**src/rtl/lease_l1_pkg.sv**
```systemverilog
package lease_l1_pkg;

  typedef enum logic [1:0] {
    OP_LOAD  = 2'd0,
    OP_STORE = 2'd1,
    OP_FENCE = 2'd2
  } coreOp_e;

  typedef enum logic [1:0] {
    L2_GETV   = 2'd0,
    L2_WRITE  = 2'd1,
    L2_WRITEV = 2'd2
  } l2Kind_e;

  localparam logic RESP_FILL = 1'b0;
  localparam logic RESP_ACK  = 1'b1;

  // Strobes from control to datapath
  typedef struct packed {
    logic capture;      // latch the accepted core request
    logic execLatch;    // latch lookup results and outgoing time
    logic storeLocal;   // write store data into the usable line
    logic installFill;  // install returned line
    logic mergeStall;   // fold acknowledgement time into thread stall time
  } ctrlStrobes_t;

endpackage

```
**src/rtl/lease_l1_dpath.sv**
```systemverilog
module lease_l1_dpath
  import lease_l1_pkg::*;
#(
  parameter int ADDR_W  = 16,
  parameter int DATA_W  = 32,
  parameter int TIME_W  = 16,
  parameter int LINES   = 8,
  parameter int THREADS = 4,
  parameter int THR_W   = 2
) (
  input  logic              clk,
  input  logic              rstN,
  input  ctrlStrobes_t      strb,
  input  logic [1:0]        reqOp,
  input  logic [THR_W-1:0]  reqThread,
  input  logic [ADDR_W-1:0] reqAddr,
  input  logic [DATA_W-1:0] reqWdata,
  input  logic [TIME_W-1:0] globalTime,
  input  logic [TIME_W-1:0] leaseLen,
  input  logic [DATA_W-1:0] l2RespData,
  input  logic [TIME_W-1:0] l2RespGwct,
  output logic              lineHit,
  output logic              fenceDone,
  output logic [1:0]        opQ,
  output logic [ADDR_W-1:0] addrQ,
  output logic [DATA_W-1:0] wdataQ,
  output logic [TIME_W-1:0] reqTimeQ,
  output logic [DATA_W-1:0] respDataQ
);

  localparam int IDX_W = $clog2(LINES);
  localparam int TAG_W = ADDR_W - IDX_W;

  logic [THR_W-1:0]  thrQ;
  logic [LINES-1:0]  validArr;
  logic [TAG_W-1:0]  tagArr   [LINES];
  logic [DATA_W-1:0] dataArr  [LINES];
  logic [TIME_W-1:0] leaseArr [LINES];
  logic [TIME_W-1:0] stallArr [THREADS];

  logic [IDX_W-1:0] idx;
  logic [TAG_W-1:0] tagQ;

  assign idx  = addrQ[IDX_W-1:0];
  assign tagQ = addrQ[ADDR_W-1:IDX_W];

  // A line is usable only while its stamp has not fallen behind global time
  assign lineHit   = validArr[idx] && (tagArr[idx] == tagQ) && (leaseArr[idx] >= globalTime);
  assign fenceDone = globalTime >= stallArr[thrQ];

  always_ff @(posedge clk or negedge rstN) begin
    if (!rstN) begin
      thrQ      <= '0;
      opQ       <= '0;
      addrQ     <= '0;
      wdataQ    <= '0;
      validArr  <= '0;
      reqTimeQ  <= '0;
      respDataQ <= '0;
    end else begin
      if (strb.capture) begin
        thrQ   <= reqThread;
        opQ    <= reqOp;
        addrQ  <= reqAddr;
        wdataQ <= reqWdata;
      end
      if (strb.execLatch) begin
        respDataQ <= dataArr[idx];
        if (opQ == OP_LOAD)   reqTimeQ <= globalTime + leaseLen;
        else if (lineHit)     reqTimeQ <= leaseArr[idx];
        else                  reqTimeQ <= '0;
      end
      if (strb.installFill) begin
        validArr[idx] <= 1'b1;
        respDataQ     <= l2RespData;
      end
    end
  end

  // Line payload needs no reset: the valid bits guard it
  always_ff @(posedge clk) begin
    if (strb.installFill) begin
      tagArr[idx]   <= tagQ;
      dataArr[idx]  <= l2RespData;
      leaseArr[idx] <= reqTimeQ;
    end else if (strb.storeLocal) begin
      dataArr[idx]  <= wdataQ;
    end
  end

  // One stall-time register per thread, keeping the largest completion time
  for (genvar t = 0; t < THREADS; t++) begin : g_stall
    logic [TIME_W-1:0] stallQ;
    always_ff @(posedge clk or negedge rstN) begin
      if (!rstN) stallQ <= '0;
      else if (strb.mergeStall && (thrQ == THR_W'(t)) && (l2RespGwct > stallQ))
        stallQ <= l2RespGwct;
    end
    assign stallArr[t] = stallQ;
  end

endmodule

```
**src/rtl/lease_l1_fsm.sv**
```systemverilog
module lease_l1_fsm
  import lease_l1_pkg::*;
(
  input  logic         clk,
  input  logic         rstN,
  input  logic         coreReqValid,
  input  logic         l2ReqReady,
  input  logic         l2RespValid,
  input  logic         l2RespKind,
  input  logic [1:0]   opQ,
  input  logic         lineHit,
  input  logic         fenceDone,
  output logic         coreReqReady,
  output logic         coreRespValid,
  output logic         l2ReqValid,
  output logic [1:0]   l2ReqKind,
  output ctrlStrobes_t strb
);

  typedef enum logic [2:0] {
    S_IDLE, S_EXEC, S_MISS_REQ, S_MISS_WAIT, S_WR_REQ, S_WR_WAIT, S_FENCE, S_RESP
  } state_e;

  state_e  state, nextState;
  l2Kind_e kindQ;

  always_comb begin
    nextState = state;
    strb      = '0;
    unique case (state)
      S_IDLE: if (coreReqValid) begin
        strb.capture = 1'b1;
        nextState    = S_EXEC;
      end
      S_EXEC: begin
        strb.execLatch = 1'b1;
        if (opQ == OP_LOAD) begin
          nextState = lineHit ? S_RESP : S_MISS_REQ;
        end else if (opQ == OP_STORE) begin
          strb.storeLocal = lineHit;
          nextState       = S_WR_REQ;
        end else begin
          nextState = S_FENCE;
        end
      end
      S_MISS_REQ:  if (l2ReqReady) nextState = S_MISS_WAIT;
      S_MISS_WAIT: if (l2RespValid && l2RespKind == RESP_FILL) begin
        strb.installFill = 1'b1;
        nextState        = S_RESP;
      end
      S_WR_REQ:    if (l2ReqReady) nextState = S_WR_WAIT;
      S_WR_WAIT:   if (l2RespValid && l2RespKind == RESP_ACK) begin
        strb.mergeStall = 1'b1;
        nextState       = S_RESP;
      end
      S_FENCE:     if (fenceDone) nextState = S_RESP;
      default:     nextState = S_IDLE;
    endcase
  end

  always_ff @(posedge clk or negedge rstN) begin
    if (!rstN) begin
      state <= S_IDLE;
      kindQ <= L2_GETV;
    end else begin
      state <= nextState;
      if (state == S_EXEC) begin
        if (opQ == OP_LOAD) kindQ <= L2_GETV;
        else if (lineHit)   kindQ <= L2_WRITEV;
        else                kindQ <= L2_WRITE;
      end
    end
  end

  assign coreReqReady  = (state == S_IDLE);
  assign coreRespValid = (state == S_RESP);
  assign l2ReqValid    = (state == S_MISS_REQ) || (state == S_WR_REQ);
  assign l2ReqKind     = kindQ;

endmodule

```
**src/rtl/lease_l1.sv**
```systemverilog
module lease_l1
  import lease_l1_pkg::*;
#(
  parameter int ADDR_W  = 16,
  parameter int DATA_W  = 32,
  parameter int TIME_W  = 16,
  parameter int LINES   = 8,
  parameter int THREADS = 4,
  localparam int THR_W  = (THREADS > 1) ? $clog2(THREADS) : 1
) (
  input  logic              clk,
  input  logic              rstN,
  input  logic [TIME_W-1:0] globalTime,
  input  logic [TIME_W-1:0] leaseLen,
  input  logic              coreReqValid,
  output logic              coreReqReady,
  input  logic [1:0]        coreReqOp,
  input  logic [THR_W-1:0]  coreReqThread,
  input  logic [ADDR_W-1:0] coreReqAddr,
  input  logic [DATA_W-1:0] coreReqWdata,
  output logic              coreRespValid,
  output logic [DATA_W-1:0] coreRespData,
  output logic              l2ReqValid,
  input  logic              l2ReqReady,
  output logic [1:0]        l2ReqKind,
  output logic [ADDR_W-1:0] l2ReqAddr,
  output logic [DATA_W-1:0] l2ReqData,
  output logic [TIME_W-1:0] l2ReqTime,
  input  logic              l2RespValid,
  input  logic              l2RespKind,
  input  logic [DATA_W-1:0] l2RespData,
  input  logic [TIME_W-1:0] l2RespGwct
);

  ctrlStrobes_t strb;
  logic         lineHit;
  logic         fenceDone;
  logic [1:0]   opQ;

  lease_l1_fsm u_fsm (
    .clk          (clk),
    .rstN         (rstN),
    .coreReqValid (coreReqValid),
    .l2ReqReady   (l2ReqReady),
    .l2RespValid  (l2RespValid),
    .l2RespKind   (l2RespKind),
    .opQ          (opQ),
    .lineHit      (lineHit),
    .fenceDone    (fenceDone),
    .coreReqReady (coreReqReady),
    .coreRespValid(coreRespValid),
    .l2ReqValid   (l2ReqValid),
    .l2ReqKind    (l2ReqKind),
    .strb         (strb)
  );

  lease_l1_dpath #(
    .ADDR_W (ADDR_W),
    .DATA_W (DATA_W),
    .TIME_W (TIME_W),
    .LINES  (LINES),
    .THREADS(THREADS),
    .THR_W  (THR_W)
  ) u_dpath (
    .clk       (clk),
    .rstN      (rstN),
    .strb      (strb),
    .reqOp     (coreReqOp),
    .reqThread (coreReqThread),
    .reqAddr   (coreReqAddr),
    .reqWdata  (coreReqWdata),
    .globalTime(globalTime),
    .leaseLen  (leaseLen),
    .l2RespData(l2RespData),
    .l2RespGwct(l2RespGwct),
    .lineHit   (lineHit),
    .fenceDone (fenceDone),
    .opQ       (opQ),
    .addrQ     (l2ReqAddr),
    .wdataQ    (l2ReqData),
    .reqTimeQ  (l2ReqTime),
    .respDataQ (coreRespData)
  );

endmodule

```
**config.mk**
```make
export PLATFORM = sky130hd
export DESIGN_NAME = lease_l1
export DESIGN_NICKNAME = d
export VERILOG_FILES = /design/src/rtl/lease_l1_pkg.sv /design/src/rtl/lease_l1_dpath.sv /design/src/rtl/lease_l1_fsm.sv /design/src/rtl/lease_l1.sv
export SDC_FILE = /design/constraint.sdc
export NUM_CORES = 1
export LEC_CHECK = 0
export BUFFER_PORTS_ARGS = -buffer_cell sky130_fd_sc_hd__buf_2
export CORE_UTILIZATION = 40
export CTS_BUF_LIST = sky130_fd_sc_hd__clkbuf_4 sky130_fd_sc_hd__clkbuf_8
export DETAILED_ROUTE_END_ITERATION = 8
export PLACE_DENSITY = 0.59
export SLEW_MARGIN = 40
export SYNTH_ARGS = -nofsm -noshare
export SYNTH_HDL_FRONTEND = slang
export SYNTH_SLANG_ARGS = --single-unit
export TNS_END_PERCENT = 20
```
**constraint.sdc**
```tcl
create_clock -name clk -period 17.23 [get_ports clk]
set_clock_uncertainty 0.1 [all_clocks]
set_input_delay 3.446 -clock clk [delete_from_list [all_inputs] [get_ports clk]]
set_output_delay 3.446 -clock clk [all_outputs]
set_load 0.01 [all_outputs]
```
### Word level (Yosys, flattened, before mapping)

Memory sizes are Yosys's and may differ from the RTL's. A register that Yosys moved wholly into a read port is not among the register bits.
Index checks and enable logic that the tools add are counted.

* register bits after elaboration: 178
* bits in writable memories: 488
* input port bits: 138
* output and inout bits: 101
* logic and storage cells: 106
* memories kept: 3

* $add $sub $neg: 1
* order comparisons: 9
* eq/ne operators: 18
* multiplexer cells: 37
* bitwise logic cells: 4
* reduce and logical (&&, ||, !) cells: 20

Memories
* u_dpath.dataArr: depth 8, width 32, read ports 1, clocked after Yosys merged registers in 1, write ports 1, RTL line lease_l1_dpath.sv:37 `logic [DATA_W-1:0] dataArr [LINES];`
* u_dpath.leaseArr: depth 8, width 16, read ports 1, clocked after Yosys merged registers in 0, write ports 1, RTL line lease_l1_dpath.sv:38 `logic [TIME_W-1:0] leaseArr [LINES];`
* u_dpath.tagArr: depth 8, width 13, read ports 1, clocked after Yosys merged registers in 0, write ports 1, RTL line lease_l1_dpath.sv:36 `logic [TAG_W-1:0] tagArr [LINES];`

Operators by type and width (number)
* 16-bit greater-than comparator: 4
* 16-bit two-way mux: 4
* 32-bit two-way mux: 2
* 16-bit binary-select mux with 2-bit select: 1
* 16-bit >= comparator: 2
* 3-bit two-way mux: 8
* 3-bit one-hot mux with 7 select lines: 1
* 16-bit adder: 1
* 1-bit two-way mux: 15
* 13-bit == test: 1
* 1-bit logical AND: 13
* 3-bit == test, second input constant: 4
* 2-bit two-way mux: 4
* 2-bit inequality test, second input constant: 4
* 8-bit OR: 1
* 3-bit by 2-bit == test with 1-bit output, second input constant: 2
* 6-bit AND reduction: 1
* 2-bit by 1-bit == test with 1-bit output, second input constant: 2
* 2-bit == test, second input constant: 2
* 2-bit logical NOT: 2
* 3-bit by 4-bit < comparator with 1-bit output, second input constant: 1
* 2-bit by 1-bit inequality test with 1-bit output, second input constant: 2
* 1-bit binary-select mux with 3-bit select: 1
* 1-bit demux with 3-bit select: 1
* 10 further kinds: 10

### Longest topological paths before layout

Gate-level depths: netlist of the first run.

* word-level depth: 11
* gate-level depth with buffers: 21
* gate-level depth less buffers: 14

### Cells and area by module

From an unflattened synthesis of the first run, not the netlist that was laid out.

* cell total of the unflattened synthesis: 2031
* area total of the unflattened synthesis: 30559.3 µm²

Modules (own cells, without submodules)
* lease_l1_dpath: times used 1, cells each 1991, area an instance 30191.5 µm², seq. area each 19944.1 µm²
* lease_l1_fsm: times used 1, cells each 40, area an instance 367.9 µm², seq. area each 125.1 µm²

### Worst setup path after synthesis of the first run

No wires, ideal clock.

* path type: input to register
* from: input port globalTime[7]
* to: memory u_dpath.dataArr[0][0], enable pin
* setup time: 0.432 ns
* arrival: 6.863 ns
* required time: 16.698 ns
* slack: 9.835 ns
* cell stages on the path: 11
* buffers on the path: 2
* cells stage by stage: inv_1 ha_1 o21ai_0 a211oi_1 a41o_1 a21oi_1 or3_1 or3_1 buf_2 buf_6 a21oi_1

* word-level cells in the longest chain between the ends: 9

Ends and longest elaborated chain
* from (decl): RTL line lease_l1.sv:13 `input logic [TIME_W-1:0] globalTime,`
* 16-bit >= comparator: RTL line lease_l1_dpath.sv:48 `assign lineHit = validArr[idx] && (tagArr[idx] == tagQ) && (leaseArr[idx] >= globalTime);`
* 1-bit logical AND: RTL line lease_l1_dpath.sv:48
* 1-bit two-way mux: RTL line lease_l1_fsm.sv:39 `end else if (opQ == OP_STORE) begin`
* 1-bit two-way mux: RTL line lease_l1_fsm.sv:37 `if (opQ == OP_LOAD) begin`
* 2-bit two-way mux: RTL line lease_l1_fsm.sv:30 `unique case (state)`
* 1-bit two-way mux: RTL line lease_l1_dpath.sv:86 `end else if (strb.storeLocal) begin`
* 1-bit two-way mux: RTL line lease_l1_dpath.sv:82 `if (strb.installFill) begin`
* 1-bit two-way mux (not written as such): RTL line lease_l1_dpath.sv:87 `dataArr[idx] <= wdataQ;`
* 1-bit OR (no line)
* to (decl): RTL line lease_l1_dpath.sv:37

Every way passes these cells.

### Final worst setup path of the first run

* from: register u_dpath.addrQ[1]
* to: memory u_dpath.dataArr[5][26], enable pin

* word-level cells in the longest chain between the ends: 11
* elaborated cells between the ends (all ways): 15
* those cells by class: 1 x order compare; 1 x eq/ne; 8 x mux; 1 x bitwise; 2 x reduce/logical; 2 x memory

Ends and longest elaborated chain
* from (decl): RTL line lease_l1_dpath.sv:25 `output logic [ADDR_W-1:0] addrQ,`
* from (signal assigned): RTL line lease_l1_dpath.sv:64 `addrQ <= reqAddr;`
* parallel branches: the longest is 11 deep, another holds memory 8 x 16 bit

Several ways; the timed one is not identified. The select of a mux whose other input is x is not followed.

==> results_dict.tcl, run 1 <==
set metrics [dict create \
    status "complete, no violations" \
    nNetsFinal 2509 \
    core_area_sq_um 74320 \
    routed_wl_microns 77380 \
    hold_class "reg2reg" \
    numCtsBuffers 114 \
    start_util_pct 40.41 \
    fp.dieArea_sq_um 76180 \
    route.detailed.drc 0 \
    syn-num-nets 2210 \
    totalPowerFinal_w 0.005476 \
    yosysWarningCount 0 \
    p_per_area_nw_per_um2 156.8 \
    worst_slew_pin_slew_ns 0.8287 \
    syn2layout_area_growth_pct 16.27 \
    clock_insertion_delay_worst_skew_ns 0.74 \
    dp_cells 3111 \
    synth_flop_cell "edfxtp_1" \
    synth_edf_count 520 \
    cts_htree_levels 3 \
    via_per_inst 5.477 \
    rows 100 \
    dp_hpwl_microns 47980 \
    min_period_over_period_pct 37.91 \
    finalSetupTns_ns 0 \
    antenna_left 0 \
    netlist_area_sq_um 30030 \
    avgSynthCellArea_sq_um 15.32 \
    ctsResizeCount 0 \
    detail_route.iter0.violations 1055 \
    cp.required_ns 17.49 \
    cp-end-kind "flip-flop" \
    placed_area_sq_um 32520 \
    die_w_microns 276.0 \
    yosysUniqueCellTypes 58 \
    ir_worst_vdd_mv 0.06713 \
    grt_first_pass_wirelength_microns 116500 \
    crit_path_max_fanout 38 \
    cts_tree "built" \
    antenna_found_initial 12 \
    die_h_microns 276.0 \
    relSlewSlack_pct 44.03 \
    grt_start_max_net_pins 68 \
    syn_inst 1960 \
    post_cts_buffers 0 \
    num_io_pins 239 \
    grt_pass1_vias 18866 \
    rsz0062_at_grt "no" \
    dr.pass1.iters 5 \
    ys_seq_area_share_pct 66.83 \
    critPathArrivalTime_ns 6.79 \
    fmax_ghz 0.1531 \
    worstSetupStartpointType "flip-flop" \
    cts_hold_buf 0 \
    leakage_nw 13.22 \
    finalSetupViolCount 0 \
    clk_pin_slew_ns 0.06 \
    ys_ff_latch 698 \
    via_count 18248 \
    wl_per_cell_microns 23.22 \
    mostFrequentLayoutCells "520 x edfxtp_1, 237 x buf_2, 173 x dfrtp_1" \
    cts_buffer_depth 3 \
    io_buffers 238 \
    synth_async_sr_flop_share_pct 25.50 \
    path_class "reg2reg" \
    gr-total-overflow 0 \
    final_area_sq_um 34920 \
    cap_violations 0 \
    fillers 6605 \
    layout_min_cycle_time_ns 6.532 \
    cts.sinks 698 \
    finalHoldViolations 0 \
    instances_no_fill 3332 \
    drive_gt1_share_pct 31.34 \
    gp_congestion 0.8448 \
    clock-root-buffer "clkbuf_8" \
    grt_usage_pct 20.23 \
    maxSlewViolCount 0 \
    final_common_cell "edfxtp_1" \
]
-- per-layer routing --
layer	track usage (%)	vias up	share of wire, %
met4	6.604	14	2.7
met1	26.24	9218	42
met2	33.69	605	48
li1	-	8254	-
met5	0	-	0.11
met3	4.470	157	6.8
-- power by group --
| part | switching, W | internal, W | total, W |
|---|---|---|---|
| sequential | 0.000282 | 0.00212 | 0.00241 |
| combinational | 0.000922 | 0.000673 | 0.00160 |
| clock | 0.000675 | 0.000798 | 0.00147 |
| total | 0.00188 | 0.00360 | 0.00548 |
-- critical path, stage by stage (launching register included) --
cell	delay, ns
dfrtp_2	0.74
buf_4	0.49
nand2b_1	0.28
nor2_4	0.33
buf_4	0.59
a22oi_1	0.12
and4_1	0.31
ha_1	0.30
nand2b_1	0.09
a21o_1	0.12
a21oi_1	0.11
o21ai_0	0.30
a21oi_1	0.24
or3_1	0.43
or3_4	0.57
buf_12	0.28
a21oi_4	0.13
buf_4	0.53
-- through the flow --
stage	utilization (%)	hold slack, ns	worst slack, ns
6_report	46.98	0.3613	10.70
5_1_grt	46.98	0.3827	10.45
4_1_cts	46.94	0.3644	10.72
3_5_place_dp	43.76	0.3496	10.09
3_3_place_gp	43.72	0.3436	10.10
2_1_floorplan	-	0.3278	9.835
-- cells by family (layout without fill, tap and decap cells) --
| family | count (synthesis) | count (layout) | synth area share, % |
|---|---|---|---|
| other cells | 0 | 2 | 0 |
| fa+ha+maj | 112 | 112 | 4.691 |
| simple gates | 273 | 273 | 4.358 |
| buf+inv | 206 | 607 | 2.758 |
| compound gates | 394 | 394 | 9.487 |
| flops | 698 | 698 | 66.83 |
| xor+xnor | 22 | 22 | 0.6416 |
| mux | 255 | 255 | 11.24 |
-- state kept, by name (all words and copies together), names as in the netlist, named ones only --
signal / cells
u_dpath.reqTimeQ: 16
u_dpath.tagArr: 104
u_dpath.addrQ: 16
u_dpath.thrQ: 2
u_dpath.validArr: 8
u_dpath.wdataQ: 32
u_dpath.leaseArr: 128
u_fsm.l2ReqKind: 2
u_dpath.g_stall.stallQ: 64
u_fsm.state: 3
u_dpath.dataArr: 256
u_dpath.opQ: 2
-- worst paths after layout --
kind	from	end	slack, ns	cells after the start
worst max-delay path	u_dpath.addrQ[1]	u_dpath.dataArr[5][26]	10.70	17
worst max register to register	u_dpath.addrQ[1]	u_dpath.dataArr[5][26]	10.70	17
worst min-delay path	u_dpath.validArr[5]	u_dpath.validArr[5]	0.36	1
worst min register to register	u_dpath.validArr[5]	u_dpath.validArr[5]	0.36	1
max in group asynchronous	rstN	u_dpath.reqTimeQ[10]	13.25	2
min in group asynchronous	rstN	async pin	2.61	1
-- final cells by class --
class | instances | area (sq um) | area share (%)
antenna | 2 | 5.005 | 0.01433
clock buffer | 165 | 1996 | 5.715
timing repair buffer | 278 | 1529 | 4.379
clock inverter | 53 | 369.1 | 1.057
tap | 969 | 1212 | 3.472
sequential | 698 | 20080 | 57.51
multi-input combinational | 1056 | 9310 | 26.66
inverter | 111 | 416.7 | 1.193
-- cells in the mapped netlist, drive strengths merged, types with 8 or more instances --
cell type	n	area share, %
a21o	24	0.60
a21oi	52	0.87
a221oi	61	1.8
a22o	53	1.5
a22oi	59	1.5
a31oi	42	0.87
and2	8	0.17
buf	30	0.56
clkbuf	65	0.81
dfrtp	178	15
edfxtp	520	52
ha	111	4.6
inv	111	1.4
mux2	181	7.2
mux2i	36	1.2
mux4	38	2.8
nand2	62	0.77
nand3	19	0.32
nand4	25	0.52
nor2	89	1.1
nor2b	17	0.35
nor3	15	0.25
o211ai	10	0.25
o21a	17	0.42
o21ai	42	0.70
or2	10	0.21
xnor2	16	0.47
Note: power is estimated with default switching activity, not from simulation.
==> run 2: changes to the inputs <==
clock period = 6.8 ns   (was 17.23 ns; I/O delays follow)
==> results_dict.tcl, run 2 (synthesis gave the netlist of run 1 again) <==
set metrics [dict create \
    status "finished with violations" \
    violations "DRC" \
    p_switching_w 0.004671 \
    crit_buf_inv 3 \
    routed_wl_microns 77670 \
    io_buffers 238 \
    via_per_inst 5.478 \
    setup_ws_ns 1.168 \
    grt_start_max_net_pins 107 \
    clk_pin_slew_ns 0.06 \
    ir_worst_vdd_mv 0.1812 \
    gr-total-overflow 0 \
    pwr-share-seq_pct 43.2 \
    crit_path_max_fanout 41 \
    fmax_ghz 0.1776 \
    largest_register_ffs 256 \
    path_class "reg2reg" \
    antenna_found_initial 6 \
    worst_slew_pin_slew_ns 0.8126 \
    antenna_left 0 \
    start_util_pct 40.41 \
    die_w_microns 276.0 \
    placed_area_sq_um 32680 \
    reg2reg_from "u_dpath.addrQ[0]" \
    critical_path.most_common_cell "buf_4" \
    mostFrequentLayoutCells "520 x edfxtp_1, 237 x buf_2, 174 x dfrtp_1" \
    maxSlewViolCount 0 \
    fillers 6536 \
    ctsResizeCount 0 \
    finalHoldViolations 0 \
    grt_first_pass_wirelength_microns 117500 \
    worstSetupStartpointType "flip-flop" \
    detail_route.iter0.violations 1439 \
    clkPwrFrac_pct 27.6 \
    wl_per_cell_microns 23.33 \
    fp.dieArea_sq_um 76180 \
    cts.sinks 698 \
    core_area_sq_um 74320 \
    nNetsFinal 2512 \
    grt_usage_pct 20.38 \
    dp_hpwl_microns 48620 \
    critPathArrivalTime_ns 5.98 \
    rsz0062_at_grt "no" \
    cts_buffer_depth 3 \
    post_cts_buffers 0 \
    hp-start "u_dpath.validArr[3]" \
    final_common_cell "edfxtp_1" \
    grt_pass1_vias 18998 \
    slowest_delay_ns 0.90 \
    gp_congestion 0.8224 \
    cts_htree_levels 3 \
    min_period_over_period_pct 82.83 \
    multi_input_area_sq_um 9310 \
    p_sw_share_pct 33.50 \
    crit_family "simple AND/OR/NAND/NOR gates" \
    die_h_microns 276.0 \
    whs_ns 0.3695 \
    cap_violations 0 \
    drive_gt1_share_pct 31.37 \
    cts_tree "built" \
    whs_path_depth 1 \
    leakage_nw 13.28 \
    rr_endpoint "u_dpath.dataArr[4][5]" \
    layout_min_cycle_time_ns 5.632 \
    route.detailed.drc 1 \
    holdPathEnd "u_dpath.validArr[3]" \
    syn2layout_area_growth_pct 16.94 \
    top_register "u_dpath.dataArr" \
    clock_insertion_delay_worst_skew_ns 0.72 \
    cp_slowest_cell "dfrtp_4" \
    cp.required_ns 7.14 \
    place_ws_ns 1.177 \
    r2r_cells 15 \
    r2r_slack_ns 1.17 \
    dr.pass1.iters 7 \
    via_count 18235 \
    clock-root-buffer "clkbuf_8" \
    combPwrFrac_pct 29.2 \
    internal_power_w 0.009274 \
    fin_util_pct 47.25 \
    rows 100 \
    cp-end-kind "flip-flop" \
    cts_hold_buf 0 \
    worstPathCellList "inv_1, nor2_2, buf_4, a22oi_1, nand4_1, ha_1, nand2_1, nor2_1, a2111oi_0, o22ai_1, a21oi_1, or3_1, or3_4, buf_4, mux2_4" \
    largest_registers "u_dpath.dataArr (256), u_dpath.leaseArr (128), u_dpath.tagArr (104)" \
    final_area_sq_um 35120 \
    numCtsBuffers 112 \
    hold_class "reg2reg" \
    finalSetupViolCount 0 \
    finalSetupTns_ns 0 \
    relSlewSlack_pct 45.72 \
    p_per_area_nw_per_um2 397.1 \
    seq_area_sq_um 20080 \
    num_io_pins 239 \
]
run 2: changes by cell type in the layout (fill, tap and decap cells not counted), moves of 2 or more:
| cell | change |
|---|---|
| nor2_4 | +2 |
| bufinv_16 | +4 |
| clkinv_1 | -5 |
| clkbuf_4 | -2 |
| buf_4 | -2 |
| nor2_2 | -2 |
| clkinv_2 | -5 |
| buf_12 | +8 |
run 2: per-stage QoR:
step,cells,power [W]
floorplan,1960,0.008583
global placement,3116,0.01014
detailed placement,3117,0.01022
CTS,3328,0.01410
global route,3329,0.01472
finish,3329,0.01394
run 2: power groups by stage:
| stage | combinational (W) | clock, W | sequential, W |
|---|---|---|---|
| finish | 0.00407 | 0.00385 | 0.00603 |
| global route | 0.00447 | 0.00412 | 0.00613 |
| CTS | 0.00412 | 0.00394 | 0.00604 |
| detailed placement | 0.00410 | 0 | 0.00612 |
| global placement | 0.00405 | 0 | 0.00608 |
| floorplan | 0.00272 | 0 | 0.00586 |
run 2: final cells by class:
class                   count  share of cell area [%]
clock buffers             164                   5.679
inverters                 111                   1.186
repair buffers            283                   4.735
well taps                 969                   3.452
diodes                      1                0.007126
multi-input cells        1056                   26.51
flip-flops and latches    698                   57.18
clock inverters            47                   1.251
run 2: worst max path at each step:
stage                      from                endpoint  depth (start not counted)
2_1_floorplan  u_dpath.addrQ[1]   u_dpath.dataArr[0][0]                         20
3_3_place_gp   u_dpath.addrQ[0]   u_dpath.dataArr[4][3]                         15
3_5_place_dp   u_dpath.addrQ[0]   u_dpath.dataArr[0][5]                         15
4_1_cts        u_dpath.addrQ[0]   u_dpath.dataArr[0][3]                         15
5_1_grt        u_dpath.addrQ[0]  u_dpath.dataArr[3][10]                         15
6_report       u_dpath.addrQ[0]   u_dpath.dataArr[4][5]                         15
run 2: per-layer routing:
| metal | GRT usage (%) | share of wire (%) | up-vias |
|---|---|---|---|
| met3 | 4.588 | 7.0 | 108 |
| met1 | 26.69 | 42 | 9215 |
| li1 | - | - | 8256 |
| met5 | 0 | 0.093 | - |
| met2 | 33.98 | 49 | 646 |
| met4 | 5.744 | 1.9 | 10 |
